**config.mk**
```make
export PLATFORM = sky130hd
export DESIGN_NAME = sdram_cmd_injector
export DESIGN_NICKNAME = d
export VERILOG_FILES = /design/src/rtl/sdinj_pkg.sv /design/src/rtl/sdinj_cfg_regs.sv /design/src/rtl/sdinj_addr_map.sv /design/src/rtl/sdinj_cmd_seq.sv /design/src/rtl/sdram_cmd_injector.sv
export SDC_FILE = /design/constraint.sdc
export NUM_CORES = 1
export LEC_CHECK = 0
export ABC_CLOCK_PERIOD_IN_PS = 2200
export BUFFER_PORTS_ARGS = -buffer_cell sky130_fd_sc_hd__buf_2
export CORE_UTILIZATION = 30
export CTS_CLUSTER_SIZE = 16
export DETAILED_ROUTE_END_ITERATION = 6
export PLACE_DENSITY = 0.66
export SKIP_CTS_REPAIR_TIMING = 1
export SLEW_MARGIN = 25
export SYNTH_ARGS = -nofsm -noshare
export SYNTH_HDL_FRONTEND = slang
export SYNTH_SLANG_ARGS = --single-unit
export TNS_END_PERCENT = 50
```
**constraint.sdc**
```tcl
create_clock -name clk -period 2.2 [get_ports clk]
set_input_delay 0.22 -clock clk [delete_from_list [all_inputs] [get_ports clk]]
set_output_delay 0.22 -clock clk [all_outputs]
set_load 0.02 [all_outputs]
```
**src/rtl/sdinj_pkg.sv**
```systemverilog
package sdinj_pkg;

    localparam int TIM_W = 8;

    typedef enum logic [2:0] {
        MODE_NORMAL  = 3'd0,
        MODE_NOP     = 3'd1,
        MODE_PREALL  = 3'd2,
        MODE_LOAD    = 3'd3,
        MODE_REFRESH = 3'd4,
        MODE_XLOAD   = 3'd5,
        MODE_RSV6    = 3'd6,
        MODE_RSV7    = 3'd7
    } inj_mode_e;

    typedef enum logic [1:0] {
        OP_NOP,
        OP_PREALL,
        OP_REFRESH,
        OP_LOAD
    } inj_op_e;

    typedef struct packed {
        logic cs_n;
        logic ras_n;
        logic cas_n;
        logic we_n;
    } sd_pins_t;

    typedef struct packed {
        logic [TIM_W-1:0] t_mrd;
        logic [TIM_W-1:0] t_rfc;
        logic [TIM_W-1:0] t_rp;
    } inj_timing_t;

    localparam sd_pins_t PINS_DESEL = sd_pins_t'(4'b1111);

    function automatic inj_op_e decode_op(inj_mode_e m);
        case (m)
            MODE_PREALL:           return OP_PREALL;
            MODE_REFRESH:          return OP_REFRESH;
            MODE_LOAD, MODE_XLOAD: return OP_LOAD;
            default:               return OP_NOP;
        endcase
    endfunction

    function automatic sd_pins_t op_pins(inj_op_e op);
        case (op)
            OP_PREALL:  return sd_pins_t'(4'b0010);
            OP_REFRESH: return sd_pins_t'(4'b0001);
            OP_LOAD:    return sd_pins_t'(4'b0000);
            default:    return sd_pins_t'(4'b0111);
        endcase
    endfunction

    function automatic logic [TIM_W-1:0] op_gap(inj_op_e op, inj_timing_t t);
        case (op)
            OP_PREALL:  return t.t_rp;
            OP_REFRESH: return t.t_rfc;
            OP_LOAD:    return t.t_mrd;
            default:    return '0;
        endcase
    endfunction

endpackage

```
**src/rtl/sdinj_cfg_regs.sv**
```systemverilog
module sdinj_cfg_regs
    import sdinj_pkg::*;
#(
    parameter int CFG_W   = 32,
    parameter int DEF_TRP = 2,
    parameter int DEF_TRFC = 6,
    parameter int DEF_TMRD = 2
) (
    input  logic             clk,
    input  logic             rst,
    input  logic             cfg_wr_en,
    input  logic [1:0]       cfg_addr,
    input  logic [CFG_W-1:0] cfg_wdata,
    output logic [CFG_W-1:0] cfg_rdata,
    output inj_mode_e        mode,
    output logic             geom_wide,
    output inj_timing_t      timing
);

    localparam int TIM_BITS = 3 * TIM_W;
    localparam logic [1:0] A_MODE = 2'd0;
    localparam logic [1:0] A_GEOM = 2'd1;
    localparam logic [1:0] A_TIME = 2'd2;

    always_ff @(posedge clk) begin
        if (rst) begin
            mode         <= MODE_NORMAL;
            geom_wide    <= 1'b0;
            timing.t_rp  <= TIM_W'(DEF_TRP);
            timing.t_rfc <= TIM_W'(DEF_TRFC);
            timing.t_mrd <= TIM_W'(DEF_TMRD);
        end else if (cfg_wr_en) begin
            case (cfg_addr)
                A_MODE:  mode      <= inj_mode_e'(cfg_wdata[2:0]);
                A_GEOM:  geom_wide <= cfg_wdata[0];
                A_TIME:  timing    <= inj_timing_t'(cfg_wdata[TIM_BITS-1:0]);
                default: ;
            endcase
        end
    end

    always_comb begin
        cfg_rdata = '0;
        case (cfg_addr)
            A_MODE:  cfg_rdata[2:0]          = mode;
            A_GEOM:  cfg_rdata[0]            = geom_wide;
            A_TIME:  cfg_rdata[TIM_BITS-1:0] = timing;
            default: cfg_rdata = '0;
        endcase
    end

    assert_mode_update_R2: assert property (@(posedge clk) disable iff (rst)
        (cfg_wr_en && cfg_addr == A_MODE) |=> (mode == $past(cfg_wdata[2:0])));

    assert_timing_update_R11: assert property (@(posedge clk) disable iff (rst)
        (cfg_wr_en && cfg_addr == A_TIME) |=> (timing == $past(cfg_wdata[TIM_BITS-1:0])));

endmodule

```
**src/rtl/sdinj_addr_map.sv**
```systemverilog
module sdinj_addr_map #(
    parameter int ADDR_W     = 32,
    parameter int BYTE_BITS  = 2,
    parameter int COL_BITS   = 10,
    parameter int ROW_NARROW = 13,
    parameter int ROW_WIDE   = 14
) (
    input  logic [ADDR_W-1:0]   addr,
    input  logic                geom_wide,
    output logic [1:0]          bank,
    output logic [ROW_WIDE-1:0] row
);

    localparam int ROW_LSB = BYTE_BITS + COL_BITS;

    logic [1:0]          bank_v [2];
    logic [ROW_WIDE-1:0] row_v  [2];

    for (genvar g = 0; g < 2; g++) begin : g_geom
        localparam int ROWS = (g == 1) ? ROW_WIDE : ROW_NARROW;
        always_comb begin
            row_v[g]           = '0;
            row_v[g][ROWS-1:0] = addr[ROW_LSB +: ROWS];
            bank_v[g]          = addr[ROW_LSB + ROWS +: 2];
        end
    end

    assign bank = geom_wide ? bank_v[1] : bank_v[0];
    assign row  = geom_wide ? row_v[1]  : row_v[0];

endmodule

```
**src/rtl/sdinj_cmd_seq.sv**
```systemverilog
module sdinj_cmd_seq
    import sdinj_pkg::*;
#(
    parameter int ROW_W = 14
) (
    input  logic             clk,
    input  logic             rst,
    input  logic             fire,
    input  inj_op_e          op,
    input  logic [1:0]       bank_in,
    input  logic [ROW_W-1:0] row_in,
    input  inj_timing_t      timing,
    output logic             busy,
    output sd_pins_t         pins,
    output logic [1:0]       sd_ba,
    output logic [ROW_W-1:0] sd_addr,
    output logic             clk_en
);

    localparam int AP_BIT = 10;

    logic [TIM_W-1:0] cnt;

    always_ff @(posedge clk) begin
        if (rst) begin
            busy    <= 1'b0;
            cnt     <= '0;
            pins    <= PINS_DESEL;
            sd_ba   <= '0;
            sd_addr <= '0;
            clk_en  <= 1'b0;
        end else begin
            pins    <= PINS_DESEL;
            sd_ba   <= '0;
            sd_addr <= '0;
            if (fire) begin
                busy <= 1'b1;
                cnt  <= op_gap(op, timing);
                pins <= op_pins(op);
                case (op)
                    OP_PREALL: sd_addr[AP_BIT] <= 1'b1;
                    OP_LOAD: begin
                        sd_ba   <= bank_in;
                        sd_addr <= row_in;
                    end
                    OP_NOP:  clk_en <= 1'b1;
                    default: ;
                endcase
            end else if (busy) begin
                if (cnt == '0) busy <= 1'b0;
                else           cnt  <= cnt - 1'b1;
            end
        end
    end

    assert_fire_when_idle_R10: assert property (@(posedge clk) disable iff (rst)
        fire |-> !busy);

    assert_hold_spacing_R10: assert property (@(posedge clk) disable iff (rst)
        (busy && cnt != '0) |=> busy);

    assert_cmd_single_cycle_R4: assert property (@(posedge clk) disable iff (rst)
        !pins.cs_n |=> pins.cs_n);

    assert_clk_en_sticky_R6: assert property (@(posedge clk) disable iff (rst)
        clk_en |=> clk_en);

endmodule

```
**src/rtl/sdram_cmd_injector.sv**
```systemverilog
module sdram_cmd_injector
    import sdinj_pkg::*;
#(
    parameter int ADDR_W     = 32,
    parameter int CFG_W      = 32,
    parameter int BYTE_BITS  = 2,
    parameter int COL_BITS   = 10,
    parameter int ROW_NARROW = 13,
    parameter int ROW_WIDE   = 14,
    parameter int DEF_TRP    = 2,
    parameter int DEF_TRFC   = 6,
    parameter int DEF_TMRD   = 2
) (
    input  logic                clk,
    input  logic                rst,
    input  logic                cfg_wr_en,
    input  logic [1:0]          cfg_addr,
    input  logic [CFG_W-1:0]    cfg_wdata,
    output logic [CFG_W-1:0]    cfg_rdata,
    input  logic                mem_wr_valid,
    input  logic [ADDR_W-1:0]   mem_wr_addr,
    output logic                mem_wr_ready,
    output logic                ds_wr_valid,
    output logic [ADDR_W-1:0]   ds_wr_addr,
    input  logic                ds_wr_ready,
    output logic                sd_clk_en,
    output logic                sd_cs_n,
    output logic                sd_ras_n,
    output logic                sd_cas_n,
    output logic                sd_we_n,
    output logic [1:0]          sd_ba,
    output logic [ROW_WIDE-1:0] sd_addr
);

    localparam logic [1:0] XLOAD_BANK = 2'b10;

    inj_mode_e     mode;
    logic          geom_wide;
    inj_timing_t   timing;
    logic [1:0]    map_bank;
    logic [ROW_WIDE-1:0] map_row;
    logic [1:0]    cmd_bank;
    logic          busy;
    logic          normal;
    logic          fire;
    sd_pins_t      pins;

    sdinj_cfg_regs #(
        .CFG_W(CFG_W), .DEF_TRP(DEF_TRP), .DEF_TRFC(DEF_TRFC), .DEF_TMRD(DEF_TMRD)
    ) u_cfg (
        .clk(clk), .rst(rst), .cfg_wr_en(cfg_wr_en), .cfg_addr(cfg_addr),
        .cfg_wdata(cfg_wdata), .cfg_rdata(cfg_rdata), .mode(mode),
        .geom_wide(geom_wide), .timing(timing)
    );

    sdinj_addr_map #(
        .ADDR_W(ADDR_W), .BYTE_BITS(BYTE_BITS), .COL_BITS(COL_BITS),
        .ROW_NARROW(ROW_NARROW), .ROW_WIDE(ROW_WIDE)
    ) u_map (
        .addr(mem_wr_addr), .geom_wide(geom_wide), .bank(map_bank), .row(map_row)
    );

    assign normal       = (mode == MODE_NORMAL);
    assign cmd_bank     = (mode == MODE_XLOAD) ? XLOAD_BANK : map_bank;
    assign mem_wr_ready = !busy && (normal ? ds_wr_ready : 1'b1);
    assign ds_wr_valid  = mem_wr_valid && !busy && normal;
    assign ds_wr_addr   = mem_wr_addr;
    assign fire         = mem_wr_valid && mem_wr_ready && !normal;

    sdinj_cmd_seq #(.ROW_W(ROW_WIDE)) u_seq (
        .clk(clk), .rst(rst), .fire(fire), .op(decode_op(mode)),
        .bank_in(cmd_bank), .row_in(map_row), .timing(timing),
        .busy(busy), .pins(pins), .sd_ba(sd_ba), .sd_addr(sd_addr),
        .clk_en(sd_clk_en)
    );

    assign sd_cs_n  = pins.cs_n;
    assign sd_ras_n = pins.ras_n;
    assign sd_cas_n = pins.cas_n;
    assign sd_we_n  = pins.we_n;

    assert_ready_drops_R10: assert property (@(posedge clk) disable iff (rst)
        fire |=> !mem_wr_ready);

    assert_cmd_follows_fire_R4: assert property (@(posedge clk) disable iff (rst)
        fire |=> !sd_cs_n);

    assert_forward_quiet_pins_R3: assert property (@(posedge clk) disable iff (rst)
        ds_wr_valid |-> sd_cs_n);

endmodule

```
=== Word level (Yosys, flattened, before mapping) ===
Cells that the tools add are included.

* $add $sub $neg: 1
* Equality and inequality tests: 10
* Muxes and demuxes: 16
* Bitwise logic cells: 3
* Reductions and logical operators: 22

{| class="wikitable"
|+ Operators with widths
! kind !! number
|-
| two-way mux 8 bit || 3
|-
| case mux 8 bit (3 select lines) || 1
|-
| two-way mux 21 bit || 1
|-
| AND reduction 2 bit || 5
|-
| case mux 3 bit (3 select lines) || 1
|-
| zero test 8 bit || 1
|-
| OR reduction 4 bit || 2
|-
| subtractor 8 x 1 -> 8 bit, second input constant || 1
|-
| == test 2 bit, second input constant || 3
|-
| == test 3 x 2 -> 1 bit, second input constant || 2
|-
| == test 3 bit, second input constant || 2
|-
| case mux 2 bit (3 select lines) || 1
|-
| logical AND 1 bit || 5
|-
| == test 2 x 1 -> 1 bit, second input constant || 2
|-
| zero test 2 bit || 2
|-
| two-way mux 1 bit || 4
|-
| two-way mux 2 bit || 2
|-
| case mux 2 bit (2 select lines) || 1
|-
| OR reduction 2 bit || 2
|-
| zero test 3 bit || 1
|-
| inverter 1 bit || 3
|-
| case mux 1 bit (3 select lines) || 1
|-
| OR reduction 3 bit || 1
|-
| zero test 1 bit || 2
|-
| other kinds (3) || 3
|}

* Flip-flop bits (word level): 58
* Output and inout port bits: 87

=== Depth between registers and ports, before layout ===
* Depth after elaboration: 7
* Mapped depth: 8

=== Hierarchy ===
Synthesis repeated with hierarchy kept, for this count alone.

* Cell total of the unflattened synthesis: 348
* Area total of the unflattened synthesis: 3211.8 um^2

{| class="wikitable"
|+ By module, submodules not included
! module !! instances !! cells each !! area each (um^2) !! seq. area each (um^2)
|-
| sdinj_cfg_regs || 1 || 162 || 1522.7 || 560.5
|-
| sdinj_cmd_seq || 1 || 124 || 1246.2 || 600.6
|-
| sdram_cmd_injector || 1 || 46 || 315.3 || 0.0
|-
| sdinj_addr_map || 1 || 16 || 127.6 || 0.0
|}

=== Worst setup path before layout ===
No wires, ideal clock.

* Path kind: reg-to-reg
* Start: register u_seq.cnt[0]
* End: register u_seq.cnt[6]
* Setup time: 0.128 ns
* Arrival time: 1.505 ns
* Required time: 2.072 ns
* Path slack: 0.568 ns
* Cell stages (with the launch flop): 8
* Buffers on the path: 0
* Period minus slack after synthesis: 1.632 ns
* Path through: dfxtp_1 > inv_1 > ha_1 > or4b_4 > o21ai_2 > nand2_1 > a32oi_1 > nor2_1

* Word-level cells in the longest chain between the ends: 4
* Elaborated cells on any way between the ends: 7

{| class="wikitable"
|+ RTL lines
! what !! line !! RTL
|-
| start: declaration || sdinj_cmd_seq.sv:22 || <nowiki>logic [TIM_W-1:0] cnt;</nowiki>
|-
| start signal: assignment || sdinj_cmd_seq.sv:38 || <nowiki>cnt <= op_gap(op, timing);</nowiki>
|-
| start signal: assignment || sdinj_cmd_seq.sv:51 || <nowiki>else cnt <= cnt - 1'b1;</nowiki>
|-
| subtractor 8 x 1 -> 8 bit || sdinj_cmd_seq.sv:51 ||
|-
| two-way mux 8 bit || sdinj_cmd_seq.sv:50 || <nowiki>if (cnt == '0) busy <= 1'b0;</nowiki>
|-
| two-way mux 8 bit || sdinj_cmd_seq.sv:49 || <nowiki>end else if (busy) begin</nowiki>
|-
| two-way mux 8 bit || sdinj_cmd_seq.sv:36 || <nowiki>if (fire) begin</nowiki>
|}

Several ways; a longest one is shown, not always the timed one. The select of a mux whose other input is x is not followed.
A chain may end at the register's enable or synchronous reset.

=== Worst setup path after layout ===
Same ends and word-level chain as after synthesis.

==> results_dict.tcl <==
set metrics [dict create \
    ir_worst_vdd_mv 0.204 \
    clkSlewWorstSetupHoldPaths_ps 70 \
    setup_violations 0 \
    via_per_inst 4.52 \
    crit_path_end_kind "flip-flop" \
    grt_use_total_pct 14.5 \
    synthesis.area_um2 2910 \
    critPathLaunchType "flip-flop" \
    gp_congestion 0.924 \
    h-tree-depth 3 \
    synth.top_cells.by_area "dfxtp_1 40%, buf_4 11%, and2_1 7.3%" \
    cts_buffer_depth 2 \
    gr-total-overflow 0 \
    clock_latency_ps 340 \
    synth_seq_cells 58 \
    drv_slew 0 \
    cap_viol_max_count 0 \
    arrival_ps 2070 \
    register_area_um2 1160 \
    numPortBuffers 109 \
    start_util_pct 31.2 \
    tns_ps 0 \
    die_y_um 100 \
    cp.required_ps 2430 \
    syn2layout_area_growth_pct 19.1 \
    most-common-layout-cells "109 x buf_2, 58 x dfxtp_1, 56 x nand2_1" \
    cts_tree "done" \
    holdWs_ps 91.5 \
    dr.first_iter.drc_count 137 \
    power.leakage_uw 0.00158 \
    skew_ps 10.4 \
    core_um2 9330 \
    avgRoutedWirePerCell_um 13.1 \
    cp_slowest_stage_delay_ps 470 \
    num-nets-final 496 \
    synth_warnings 0 \
    vias 2515 \
    cts-root-buf "clkbuf_8" \
    r2r-start "u_seq.cnt[0]" \
    relSlewSlack_pct 48.3 \
    final_common_cell "buf_2" \
    critPathTopFamily "simple AND/OR/NAND/NOR gates" \
    grt_start_max_net_pins 28 \
    drive_above_1_share_pct 34.1 \
    netlist_instances 350 \
    first_global_vias 2363 \
    worstPathCellList "inv_1 -> ha_1 -> or4b_4 -> o21ai_2 -> nand2_1 -> a32oi_1 -> nor2_1" \
    syn_avg_cell_area_um2 8.31 \
    num_io_pins 158 \
    routed_wl_um 7320 \
    multiInputGateArea_um2 1360 \
    critPathKind "reg2reg" \
    rsz0062_at_grt "no" \
    fin_util_pct 37.1 \
    crit_fanout 7 \
    max_freq_mhz 543 \
    status "finished, final reports clean" \
    antenna_found_initial 0 \
    worstHoldStart "cfg_wdata[17]" \
    die-area_um2 10100 \
    drcViolationCount 0 \
    yosysTopAreaCell "dfxtp_1" \
    rows 35 \
    dr.pass1.iters 4 \
    startpoint "u_seq.cnt[0]" \
    cts_buffers 9 \
    fp.dieW_um 100 \
    synth_top_area_share_pct 39.9 \
    grt_pass1_wl_um 11300 \
    synth.distinct_cells 48 \
    diodes 0 \
    antenna_left 0 \
    crit_slowest_cell "or4b_4" \
    n_fill_cell 973 \
    p_per_area_nw_per_um2 695 \
    tightest_slew_ps 774 \
    hold_viol 0 \
    cts_sinks 58 \
    period_share_pct 83.7 \
    hpwl_um 5620 \
    period_minus_slack_ps 1840 \
    hold_path.class "in2reg" \
    ys_seq_area_share_pct 39.9 \
    cp_num_buf_inv 1 \
]
## final cells by class
type	instances	share of cell area (%)
well taps	129	4.66
multi-input cells	237	39.4
repair buffers	114	16.8
clock inverters	2	0.289
flip-flops and latches	58	33.5
inverters	3	0.325
clock buffers	14	4.99
## metrics by stage
step | instances | cell area [um^2] | setup slack (ps) | total power (uW)
6_report | 557 | 3460 | 360 | 2410
3_5_place_dp | 541 | 3280 | 368 | 1520
5_1_grt | 557 | 3460 | 220 | 2520
4_1_cts | 557 | 3460 | 361 | 2420
2_1_floorplan | 357 | 2930 | 568 | 1470
3_3_place_gp | 541 | 3280 | 417 | 1510
## registers in the layout, indices dropped and copies added, names as in the netlist
register,cells
u_cfg.timing,24
u_seq.cnt,8
u_seq.pins,4
u_seq.sd_addr,14
u_seq.sd_ba,2
u_cfg.geom_wide,1
u_cfg.mode,3
u_seq.busy,1
u_seq.clk_en,1
## power by group
part           leakage (uW)  internal [uW]  switching, uW
clock network     0.0000965            498            410
logic               0.00102            150            228
registers          0.000470           1090           35.4
total               0.00158           1730            673
## metal layers
metal / global-route usage [%] / vias to the layer above / wire [um]
met5: 0 / - / 0
met4: 7.25 / 0 / 159
met3: 4.30 / 11 / 442
met2: 23.0 / 72 / 3520
met1: 17.9 / 1162 / 3200
li1: - / 1270 / -
## cells in the mapped netlist (all sizes together)
cell type	count
a22oi	1
a32oi	1
nor3	15
o21ai	3
a211oi	1
buf	50
ha	2
a221oi	8
clkbuf	9
o32ai	2
o211ai	1
nor2b	4
nor4	4
and2	35
nand2b	2
inv	3
nand2	57
xor2	1
mux2i	7
nand3b	5
or3	5
a21oi	33
conb	1
dfxtp	58
a311oi	1
and3	1
or4b	1
o32a	1
nor3b	2
o21a	1
nand3	6
nor2	27
and2b	2
## logic make-up after synthesis
kind of cell,Yosys count,synth area share [%]
simple gates,166,30.5
other cells,1,0.129
buf+inv,62,14.1
compound gates,53,11.5
mux,7,2.41
fa+ha+maj,2,0.860
flops,58,39.9
xor+xnor,1,0.560
## path summary, 6_finish.rpt
kind                           end  slack (ps)  cells past startpoint
setup reg to reg      u_seq.cnt[6]         360                      7
hold reg to reg   u_cfg.timing[20]         480                      2
hold / removal    u_cfg.timing[17]          90                      3
setup / recovery      u_seq.cnt[6]         360                      7
## worst register-to-register path: cells and delay by family, from the launching register on
family / cells / cell delay (ps)
and+or+nand+nor: 3 / 720
DFF: 1 / 350
AOI/OAI and AO/OA: 2 / 400
adders and majority gates: 1 / 170
buffers and inverters: 1 / 90
(Power assumes the default switching activity.)
